## config.mk

```make
export PLATFORM = sky130hd
export DESIGN_NAME = vslide_unit
export DESIGN_NICKNAME = d
export VERILOG_FILES = /design/src/rtl/vslide_pkg.sv /design/src/rtl/vslide_srcsel.sv /design/src/rtl/vslide_bytemux.sv /design/src/rtl/vslide_unit.sv
export SDC_FILE = /design/constraint.sdc
export NUM_CORES = 2
export LEC_CHECK = 0
export BUFFER_PORTS_ARGS = -buffer_cell sky130_fd_sc_hd__buf_2
export CAP_MARGIN = 40
export CORE_ASPECT_RATIO = 1.5
export CORE_UTILIZATION = 45
export CTS_CLUSTER_SIZE = 14
export DETAILED_ROUTE_END_ITERATION = 16
export SYNTH_ARGS = -nofsm -noshare
export SYNTH_HDL_FRONTEND = slang
export SYNTH_SLANG_ARGS = --single-unit
export TNS_END_PERCENT = 5
```

## constraint.sdc

```tcl
create_clock -name clk -period 9.81 [get_ports clk]
set_input_delay 0.981 -clock clk [delete_from_list [all_inputs] [get_ports clk]]
set_output_delay 0.981 -clock clk [all_outputs]
set_load 0.005 [all_outputs]
```

## src/rtl/vslide_pkg.sv

```systemverilog
package vslide_pkg;

    typedef enum logic [2:0] {
        OP_MOVE  = 3'd0,
        OP_UP    = 3'd1,
        OP_DOWN  = 3'd2,
        OP_UP1   = 3'd3,
        OP_DOWN1 = 3'd4
    } slide_op_e;

    typedef enum logic [2:0] {
        PH_IDLE,
        PH_RDLO,
        PH_RDHI,
        PH_WR,
        PH_FIN
    } phase_e;

endpackage

```

## src/rtl/vslide_srcsel.sv

```systemverilog
// Finds the pair of source registers whose bytes land in destination register r.
module vslide_srcsel #(
    parameter int VB   = 16,
    parameter int GW   = 3,
    parameter int PW   = 9,
    parameter int BOFS = 4
) (
    input  logic [GW-1:0]   r,
    input  logic [GW-1:0]   grp,
    input  logic [PW-1:0]   shb,
    input  logic            up,
    output logic [GW-1:0]   lo_reg,
    output logic [GW-1:0]   hi_reg,
    output logic            lo_ok,
    output logic            hi_ok,
    output logic [BOFS-1:0] rot
);
    logic signed [PW-1:0] base_pos;
    logic signed [PW-1:0] src_pos;
    logic signed [PW-1:0] lo_idx;
    logic signed [PW-1:0] hi_idx;
    logic signed [PW-1:0] last_idx;

    always_comb begin
        base_pos = signed'(PW'(r) * PW'(VB));
        src_pos  = up ? (base_pos - signed'(shb)) : (base_pos + signed'(shb));
        lo_idx   = src_pos >>> BOFS;
        hi_idx   = lo_idx + 1;
        last_idx = signed'(PW'(grp));
        lo_ok    = (lo_idx >= 0) && (lo_idx <= last_idx);
        hi_ok    = (hi_idx >= 0) && (hi_idx <= last_idx);
        lo_reg   = lo_idx[GW-1:0];
        hi_reg   = hi_idx[GW-1:0];
        rot      = src_pos[BOFS-1:0];
    end
endmodule

```

## src/rtl/vslide_bytemux.sv

```systemverilog
// Per-byte result selection and write-enable generation for one destination register.
module vslide_bytemux
    import vslide_pkg::*;
#(
    parameter int VLEN = 128,
    parameter int GW   = 3,
    parameter int PW   = 9,
    parameter int VLW  = 8,
    parameter int XLEN = 32,
    parameter int BOFS = 4
) (
    input  logic [GW-1:0]     r,
    input  logic [VLEN-1:0]   lo,
    input  logic [VLEN-1:0]   hi,
    input  logic [BOFS-1:0]   rot,
    input  slide_op_e         op,
    input  logic [1:0]        sew,
    input  logic [VLW-1:0]    vl,
    input  logic [VLW-1:0]    kc,
    input  logic [XLEN-1:0]   scal,
    output logic [VLEN/8-1:0] be,
    output logic [VLEN-1:0]   data
);
    localparam int VB = VLEN / 8;

    logic [2*VLEN-1:0] window;
    logic [2*VLEN-1:0] moved;
    logic [1:0]        sub_mask;

    always_comb begin
        window   = {hi, lo};
        moved    = window >> {rot, 3'b000};
        sub_mask = (2'b01 << sew) - 2'b01;
    end

    for (genvar j = 0; j < VB; j++) begin : g_byte
        logic [PW-1:0] bpos;
        logic [PW-1:0] eidx;
        logic [1:0]    sub;
        logic          in_body;
        logic          below;
        logic          is_scal;
        logic          fill0;

        always_comb begin
            bpos    = PW'(r) * PW'(VB) + PW'(j);
            eidx    = bpos >> sew;
            sub     = bpos[1:0] & sub_mask;
            in_body = eidx < PW'(vl);
            below   = eidx < PW'(kc);
            is_scal = ((op == OP_UP1) && (eidx == '0)) ||
                      ((op == OP_DOWN1) && (eidx == PW'(vl) - PW'(1)));
            fill0   = (op == OP_DOWN) && ((eidx + PW'(kc)) >= PW'(vl));
            be[j]   = in_body && !((op == OP_UP) && below);
            if (is_scal)
                data[j*8 +: 8] = scal[{sub, 3'b000} +: 8];
            else if (fill0)
                data[j*8 +: 8] = 8'h00;
            else
                data[j*8 +: 8] = moved[j*8 +: 8];
        end
    end
endmodule

```

## src/rtl/vslide_unit.sv

```systemverilog
module vslide_unit
    import vslide_pkg::*;
#(
    parameter int VLEN    = 128,
    parameter int MAX_GRP = 8,
    parameter int XLEN    = 32,
    parameter int RF_AW   = 5
) (
    input  logic                   clk,
    input  logic                   rst_n,
    input  logic                   start,
    input  logic [2:0]             op,
    input  logic [1:0]             sew,
    input  logic [$clog2(VLEN/8*MAX_GRP+1)-1:0] vl,
    input  logic [((MAX_GRP > 1) ? $clog2(MAX_GRP) : 1)-1:0] grp_m1,
    input  logic [XLEN-1:0]        offset,
    input  logic [XLEN-1:0]        scalar,
    input  logic [RF_AW-1:0]       vs_base,
    input  logic [RF_AW-1:0]       vd_base,
    output logic                   rd_en,
    output logic [RF_AW-1:0]       rd_addr,
    input  logic [VLEN-1:0]        rd_data,
    output logic                   wr_en,
    output logic [RF_AW-1:0]       wr_addr,
    output logic [VLEN/8-1:0]      wr_be,
    output logic [VLEN-1:0]        wr_data,
    output logic                   busy,
    output logic                   done
);
    localparam int VB   = VLEN / 8;
    localparam int BOFS = $clog2(VB);
    localparam int GW   = (MAX_GRP > 1) ? $clog2(MAX_GRP) : 1;
    localparam int VLW  = $clog2(VB * MAX_GRP + 1);
    localparam int PW   = $clog2(VB * MAX_GRP) + 2;

    typedef struct packed {
        slide_op_e        op;
        logic [1:0]       sew;
        logic [VLW-1:0]   vl;
        logic [GW-1:0]    grp;
        logic [VLW-1:0]   kc;
        logic [XLEN-1:0]  scal;
        logic [RF_AW-1:0] vs;
        logic [RF_AW-1:0] vd;
    } cfg_t;

    typedef struct packed {
        phase_e          ph;
        logic [GW-1:0]   r;
        logic [VLEN-1:0] lo;
        logic [VLEN-1:0] hi;
        cfg_t            cfg;
    } state_t;

    state_t st_d, st_q;

    logic [PW-1:0]   shb;
    logic            up_dir;
    logic [GW-1:0]   lo_reg, hi_reg;
    logic            lo_ok, hi_ok;
    logic [BOFS-1:0] rot;
    logic [VLW-1:0]  off_clip;
    slide_op_e       op_in;

    always_comb begin
        shb    = PW'(st_q.cfg.kc) << st_q.cfg.sew;
        up_dir = (st_q.cfg.op == OP_UP) || (st_q.cfg.op == OP_UP1);
    end

    vslide_srcsel #(.VB(VB), .GW(GW), .PW(PW), .BOFS(BOFS)) u_srcsel (
        .r      (st_q.r),
        .grp    (st_q.cfg.grp),
        .shb    (shb),
        .up     (up_dir),
        .lo_reg (lo_reg),
        .hi_reg (hi_reg),
        .lo_ok  (lo_ok),
        .hi_ok  (hi_ok),
        .rot    (rot)
    );

    vslide_bytemux #(
        .VLEN(VLEN), .GW(GW), .PW(PW), .VLW(VLW), .XLEN(XLEN), .BOFS(BOFS)
    ) u_bytemux (
        .r    (st_q.r),
        .lo   (st_q.lo),
        .hi   (st_q.hi),
        .rot  (rot),
        .op   (st_q.cfg.op),
        .sew  (st_q.cfg.sew),
        .vl   (st_q.cfg.vl),
        .kc   (st_q.cfg.kc),
        .scal (st_q.cfg.scal),
        .be   (wr_be),
        .data (wr_data)
    );

    always_comb begin
        op_in    = slide_op_e'(op);
        off_clip = (offset >= XLEN'(vl)) ? vl : offset[VLW-1:0];
        st_d     = st_q;
        rd_en    = 1'b0;
        rd_addr  = '0;
        case (st_q.ph)
            PH_IDLE: begin
                if (start) begin
                    st_d.cfg.op   = op_in;
                    st_d.cfg.sew  = sew;
                    st_d.cfg.vl   = vl;
                    st_d.cfg.grp  = grp_m1;
                    st_d.cfg.scal = scalar;
                    st_d.cfg.vs   = vs_base;
                    st_d.cfg.vd   = vd_base;
                    case (op_in)
                        OP_UP, OP_DOWN:   st_d.cfg.kc = off_clip;
                        OP_UP1, OP_DOWN1: st_d.cfg.kc = VLW'(1);
                        default:          st_d.cfg.kc = '0;
                    endcase
                    st_d.r  = '0;
                    st_d.ph = PH_RDLO;
                end
            end
            PH_RDLO: begin
                rd_en   = lo_ok;
                rd_addr = st_q.cfg.vs + RF_AW'(lo_reg);
                st_d.lo = lo_ok ? rd_data : '0;
                st_d.ph = PH_RDHI;
            end
            PH_RDHI: begin
                rd_en   = hi_ok;
                rd_addr = st_q.cfg.vs + RF_AW'(hi_reg);
                st_d.hi = hi_ok ? rd_data : '0;
                st_d.ph = PH_WR;
            end
            PH_WR: begin
                if (st_q.r == st_q.cfg.grp) begin
                    st_d.ph = PH_FIN;
                end else begin
                    st_d.r  = st_q.r + GW'(1);
                    st_d.ph = PH_RDLO;
                end
            end
            default: st_d.ph = PH_IDLE;
        endcase
    end

    always_ff @(posedge clk or negedge rst_n) begin
        if (!rst_n) begin
            st_q    <= '0;
            st_q.ph <= PH_IDLE;
        end else begin
            st_q <= st_d;
        end
    end

    always_comb begin
        wr_en   = (st_q.ph == PH_WR);
        wr_addr = st_q.cfg.vd + RF_AW'(st_q.r);
        busy    = (st_q.ph == PH_RDLO) || (st_q.ph == PH_RDHI) || (st_q.ph == PH_WR);
        done    = (st_q.ph == PH_FIN);
    end

    // completion is a single-cycle pulse
    a_r10_done_pulse: assert property (@(posedge clk) disable iff (!rst_n)
        done |=> !done);

    // never two writes in adjacent cycles
    a_r11_write_gap: assert property (@(posedge clk) disable iff (!rst_n)
        wr_en |=> !wr_en);

    // each later write targets the next register up
    a_r11_addr_step: assert property (@(posedge clk) disable iff (!rst_n)
        (wr_en && st_q.r != '0) |-> (wr_addr == $past(wr_addr, 3) + RF_AW'(1)));

    // an idle unit makes no register-file access
    a_r1_idle_quiet: assert property (@(posedge clk) disable iff (!rst_n)
        !busy |-> (!wr_en && !rd_en));

    // a shift up by vl or more enables no byte
    a_r8_far_up: assert property (@(posedge clk) disable iff (!rst_n)
        (wr_en && st_q.cfg.op == OP_UP && st_q.cfg.kc == st_q.cfg.vl) |-> (wr_be == '0));

    // an empty vector writes nothing
    a_r7_empty: assert property (@(posedge clk) disable iff (!rst_n)
        (wr_en && st_q.cfg.vl == '0) |-> (wr_be == '0));

    // scalar lands in the lowest byte of element 0
    a_r4_scalar_first: assert property (@(posedge clk) disable iff (!rst_n)
        (wr_en && st_q.cfg.op == OP_UP1 && st_q.r == '0 && st_q.cfg.vl != '0)
        |-> (wr_be[0] && wr_data[7:0] == st_q.cfg.scal[7:0]));
endmodule

```

---- After elaboration in Yosys (flattened, before gate mapping) ----
Cells that the tools add are included.
storage, ports and cells
  register bits ........................... 328
  input port bits ......................... 221
  output and inout port bits .............. 158
  word-level logic and storage cells ...... 368
operators by class
  add/subtract/negate cells ............... 40
  order comparisons ....................... 53
  eq/ne operators ......................... 31
  shift-type cells ........................ 34
  mux-type cells .......................... 44
  bitwise gates (word level) .............. 15
  reductions and logical operators ........ 139
operators with widths
  kind                                                  number
  indexed part select 32 x 6 -> 8 bit                   15
  < comparator 9 x 8 -> 1 bit                           32
  2-to-1 mux 8 bit                                      33
  2-to-1 mux 128 bit                                    2
  >> shifter 256 x 7 -> 128 bit                         1
  adder 9 x 8 -> 9 bit                                  16
  equality test 9 bit                                   16
  >= comparator 9 x 8 -> 1 bit                          16
  logical NOT 9 bit                                     16
  >> shifter 9 x 2 -> 9 bit                             15
  logical AND 1 bit                                     82
  adder 7 x 4 -> 8 bit (second input constant)          8
  adder 7 x 3 -> 8 bit (second input constant)          4
  >= comparator 32 x 8 -> 1 bit                         1
  AND 2 bit                                             15
  logical OR 1 bit                                      19
  equality test 3 x 2 -> 1 bit (second input constant)  6
  adder 7 x 2 -> 8 bit (second input constant)          2
  logical NOT 1 bit                                     16
  case mux 8 bit (2 select lines)                       1
  adder 5 x 3 -> 5 bit                                  3
  case mux 3 bit (4 select lines)                       1
  case mux 5 bit (2 select lines)                       1
  adder 8 x 9 -> 9 bit                                  1
  other kinds (27)                                      34

---- Longest topological paths before layout ----
  word-level depth ........................ 7
  mapped depth ............................ 24
  gate-level depth less buffers ........... 19

---- Modules after synthesis ----
A second synthesis with hierarchy kept.
unflattened totals
  cell total of the unflattened synthesis .. 4121
  area, all modules ....................... 33519.6 um^2
modules (own cells, without submodules)
  module          instances  cells an instance  area an instance (um^2)  seq. area each (um^2)
  vslide_bytemux  1          2512               19188.4                  0.0
  vslide_unit     1          1522               13643.1                  8207.9
  vslide_srcsel   1          87                 688.2                    0.0

---- Least setup slack after synthesis ----
No wires, ideal clock.
  path kind ............................... reg-to-output
  from .................................... reg st_q[61] in the netlist's numbering
  to ...................................... out rd_en
  data arrival time ....................... 5.096 ns
  data required time ...................... 8.829 ns
  setup slack ............................. 3.733 ns
  cell stages (with the launch flop) ...... 24
  path buffers ............................ 8
  cell sequence ........................... dfrtp_1 buf_6 buf_2 inv_1 buf_2 ha_1 nand2_2 buf_4 buf_2 buf_1 ha_1 o211ai_1 o21ai_0 xor2_1 ha_1 ha_1 a21o_1 a21oi_1 a31oi_1 nor2_1 clkbuf_1 clkbuf_1 o211ai_1 o311ai_1
on the way
  longest elaborated chain between the ends .. 7
  elaborated cells on any way between the ends .. 12
  those cells by class .................... add/sub: 3; order compare: 4; shift: 1; mux: 2; reduce/logical: 2
RTL lines
  element                                                                              RTL line             RTL
  start, declared                                                                      vslide_unit.sv:55    state_t st_d, st_q;
  start signal, assigned                                                               vslide_unit.sv:152   st_q <= st_d;
  left shift 8 x 2 -> 9 bit (*)                                                        vslide_unit.sv:66    shb = PW'(st_q.cfg.kc) << st_q.cfg.sew;
  adder 8 x 9 -> 9 bit / subtractor 8 x 9 -> 9 bit (equally long branches)             vslide_srcsel.sv:26  src_pos = up ? (base_pos - signed'(shb)) : (base_pos + signed'(shb));
  2-to-1 mux 9 bit (*)                                                                 vslide_srcsel.sv:26
  adder 5 x 2 -> 6 bit                                                                 vslide_srcsel.sv:28  hi_idx = lo_idx + 1;
  >= comparator 6 x 1 -> 1 bit / <= comparator 6 x 4 -> 1 bit (equally long branches)  vslide_srcsel.sv:31  hi_ok = (hi_idx >= 0) && (hi_idx <= last_idx);
  logical AND 1 bit                                                                    vslide_srcsel.sv:31
  case mux 1 bit (2 select lines) (*)                                                  vslide_unit.sv:104   case (st_q.ph)
  end, declared                                                                        vslide_unit.sv:20    output logic rd_en,
Mark *: on every way between the ends. The rest lies on a longest branch, timed or not.

---- Final worst setup path ----
  from .................................... reg st_q[322] in the netlist's numbering
  to ...................................... out wr_data[23]
on the way
  longest elaborated chain between the ends .. 7
  elaborated cells on any way between the ends .. 12
  those cells by class .................... add/sub: 2; order compare: 1; eq/ne: 1; shift: 1; mux: 2; reduce/logical: 5
RTL lines
  element                        RTL line              RTL
  adder 7 x 2 -> 8 bit (*)       vslide_bytemux.sv:46  bpos = PW'(r) * PW'(VB) + PW'(j);
  >> shifter 9 x 2 -> 9 bit (*)  vslide_bytemux.sv:47  eidx = bpos >> sew;
  adder 9 x 8 -> 9 bit           vslide_bytemux.sv:53  fill0 = (op == OP_DOWN) && ((eidx + PW'(kc)) >= PW'(vl));
  >= comparator 9 x 8 -> 1 bit   vslide_bytemux.sv:53
  logical AND 1 bit              vslide_bytemux.sv:53
  2-to-1 mux 8 bit               vslide_bytemux.sv:57  else if (fill0)
  2-to-1 mux 8 bit (*)           vslide_bytemux.sv:55  if (is_scal)
  end, declared                  vslide_unit.sv:26     output logic [VLEN-1:0] wr_data,
Marked as above.

==> metrics.yaml <==
outcome:
  status: "finished, final reports clean"
route:
  routedWlPerCell_um: 37.3
  wl_mm: 177
  drt_iter0_drc: 4230
  dr.pass1.iters: 9
  drc: 0
  ant_nets: 0
  viasPerCell: 7.10
  vias: 33694
synth:
  ys_async_sr_fraction_pct: 100
  synthDistinctLibCells: 92
  yosys_most_used_dff: "dfrtp_1"
  synth_edf_count: 0
  synth_top_area_share_pct: 23.7
  syn_nets: 3987
  syn_avg_cell_area_um2: 9.65
  ys_ff_latch: 320
  syn-cell-area_mm2: 0.0338
  syn_inst: 3497
  yosysTopAreaCell: "dfrtp_1"
  ys_seq_area_share_pct: 23.7
  yosysWarnings: 0
  synthTopCellsByArea: "dfrtp_1, mux4_2, ha_1"
setup_path:
  worst-path-max-fanout: 18
  crit_arrival_ns: 6.82
  ff2ff_setup_slack_ns: 3.50
  endpoint_kind: "output pin"
  required_ns: 8.83
  critPathLaunchType: "register"
  crit_type: "register to output pin"
floorplanning:
  row_count: 122
  io_pins: 379
  die_w_um: 226
  die_area_mm2: 0.0761
  start_util_pct: 45.6
  die_h_um: 337
  core_area_mm2: 0.0740
cells_and_area:
  layout_commonest_cell: "nand2_1"
  fillCellCount: 6936
  largest_register_ff_count: 320
  nets: 4209
  final_cell_mix: "nand2_1, buf_2, dfrtp_1, ha_1, mux2i_1"
  drive_gt1_share_pct: 24.1
  largestRegisters: "st_q: 320 flops"
  largest_register: "st_q"
  syn_to_final_growth_pct: 12.5
placement:
  place.port_buffers: 378
  hpwlAfterDp_mm: 133
  place_congestion: 1.11
  post-place-ws_ns: 2.81
timing:
  min_period_over_period_pct: 79.5
  rsz0062_at_grt: "false"
  worst_pin_slew_ns: 1.04
  max_freq_mhz: 128
  whs_ns: 0.382
  setup_viol: 0
  finalHoldViolCount: 0
  finalSetupTns_ns: 0
  layout_setup_ws_ns: 2.01
  report.final.slew_viol_count: 0
  post-route-min-period_ns: 7.80
  clock_skew_ns: 0.0353
  slew_headroom_pct: 30.9
clock_tree:
  clkTransAtPathRegs_ns: 0.06
  cts_tree: "yes"
  cts-root-buf: "clkbuf_16"
  numCtsBuffers: 39
  cts_resized: 0
  insertion_delay_ns: 0.63
  post_cts_buffers: 0
  cts_hold_buf: 0
  numClockSinks: 320
  cts.htree.levels: 2
  clk_path_buf_depth: 3
global_routing:
  grt_max_degree: 193
  grt_pass1_wl_mm: 246
  antenna_found_initial: 13
  overflow: 0
  grtUsageTotal_pct: 46.2
  first_global_vias: 32496
min_path:
  hold_class: "input port to asynchronous set/reset pin"
run:
  drv_cap: 0
kinds of logic (layout without fill, tap and decap cells):
group / after synthesis / in the layout / share of synthesized area, %
DFF: 320 / 320 / 23.7
xor gates and xnor gates: 136 / 136 / 3.53
AOI/OAI and AO/OA: 861 / 861 / 19.3
buffers and inverters: 415 / 667 / 5.33
adders and majority gates: 269 / 269 / 10.4
and+or+nand+nor: 940 / 940 / 12.2
muxes: 556 / 556 / 25.5
other: 0 / 3 / 0
Yosys cell counts (47+ instances only):
cell type / n
nor2_1: 104
clkbuf_1: 169
dfrtp_1: 320
xnor2_1: 89
o22ai_1: 56
nand2_1: 583
mux4_2: 234
mux2i_1: 244
nand3_1: 74
o21ai_0: 120
xor2_1: 47
o2111ai_1: 122
a21oi_1: 91
o311ai_1: 92
mux2_2: 78
ha_1: 250
a22o_1: 130
buf_2: 69
inv_1: 124
layout make-up:
| type | count | area, um2 | area share (%) |
|---|---|---|---|
| antenna | 3 | 7.51 | 0.0198 |
| clock buffer | 55 | 1110 | 2.91 |
| clock inverter | 16 | 208 | 0.547 |
| inverter | 125 | 469 | 1.24 |
| multi-input combinational | 2762 | 24100 | 63.5 |
| sequential | 320 | 8010 | 21.1 |
| tap | 992 | 1240 | 3.27 |
| timing repair buffer | 471 | 2810 | 7.40 |
worst paths after layout:
kind	startpoint	to	cells after the start
setup / recovery	st_q[322]	wr_data[23]	19
hold / removal	rst_n	st_q[224]	1
setup reg to reg	st_q[61]	st_q[149]	19
hold reg to reg	st_q[7]	st_q[7]	2
max in group asynchronous	rst_n	st_q[30]	2
min in group clk	st_q[7]	st_q[7]	2
critical path, cell delays in order (launching register included):
cell and delay [ns]:
dfrtp_1 0.74, mux2i_1 0.22, o22ai_2 0.37, ha_1 0.21, buf_4 0.31, inv_1 0.35, a21oi_1 0.73, o21bai_1 0.11
a21oi_1 0.57, o21ai_0 0.23, xor2_1 0.20, ha_1 0.31, a31oi_1 0.18, nand4b_1 0.11, o21ai_0 0.41, buf_4 0.27
nand2_1 0.22, o22ai_1 0.31, mux2_2 0.19, buf_2 0.10
per-stage QoR:
stage / utilization (%) / instances / cell area [um2]
2_1_floorplan: - / 3497 / 33800
3_3_place_gp: 49.0 / 4644 / 36300
3_5_place_dp: 49.5 / 4670 / 36600
4_1_cts: 51.3 / 4741 / 38000
5_1_grt: 51.3 / 4743 / 38000
6_report: 51.3 / 4744 / 38000
per-layer routing:
layer  global-route usage [%]  wire (um)  vias up
met5                    0.516        149        -
met2                     72.7      79700     2355
met3                     11.6      16700      813
met4                     44.7      21300       16
met1                     50.5      59100    16612
li1                         -          -    13898
Power is left out: the tool's default activity adds up to more than one toggle a clock period on the data nets, which glitch-free logic cannot reach.
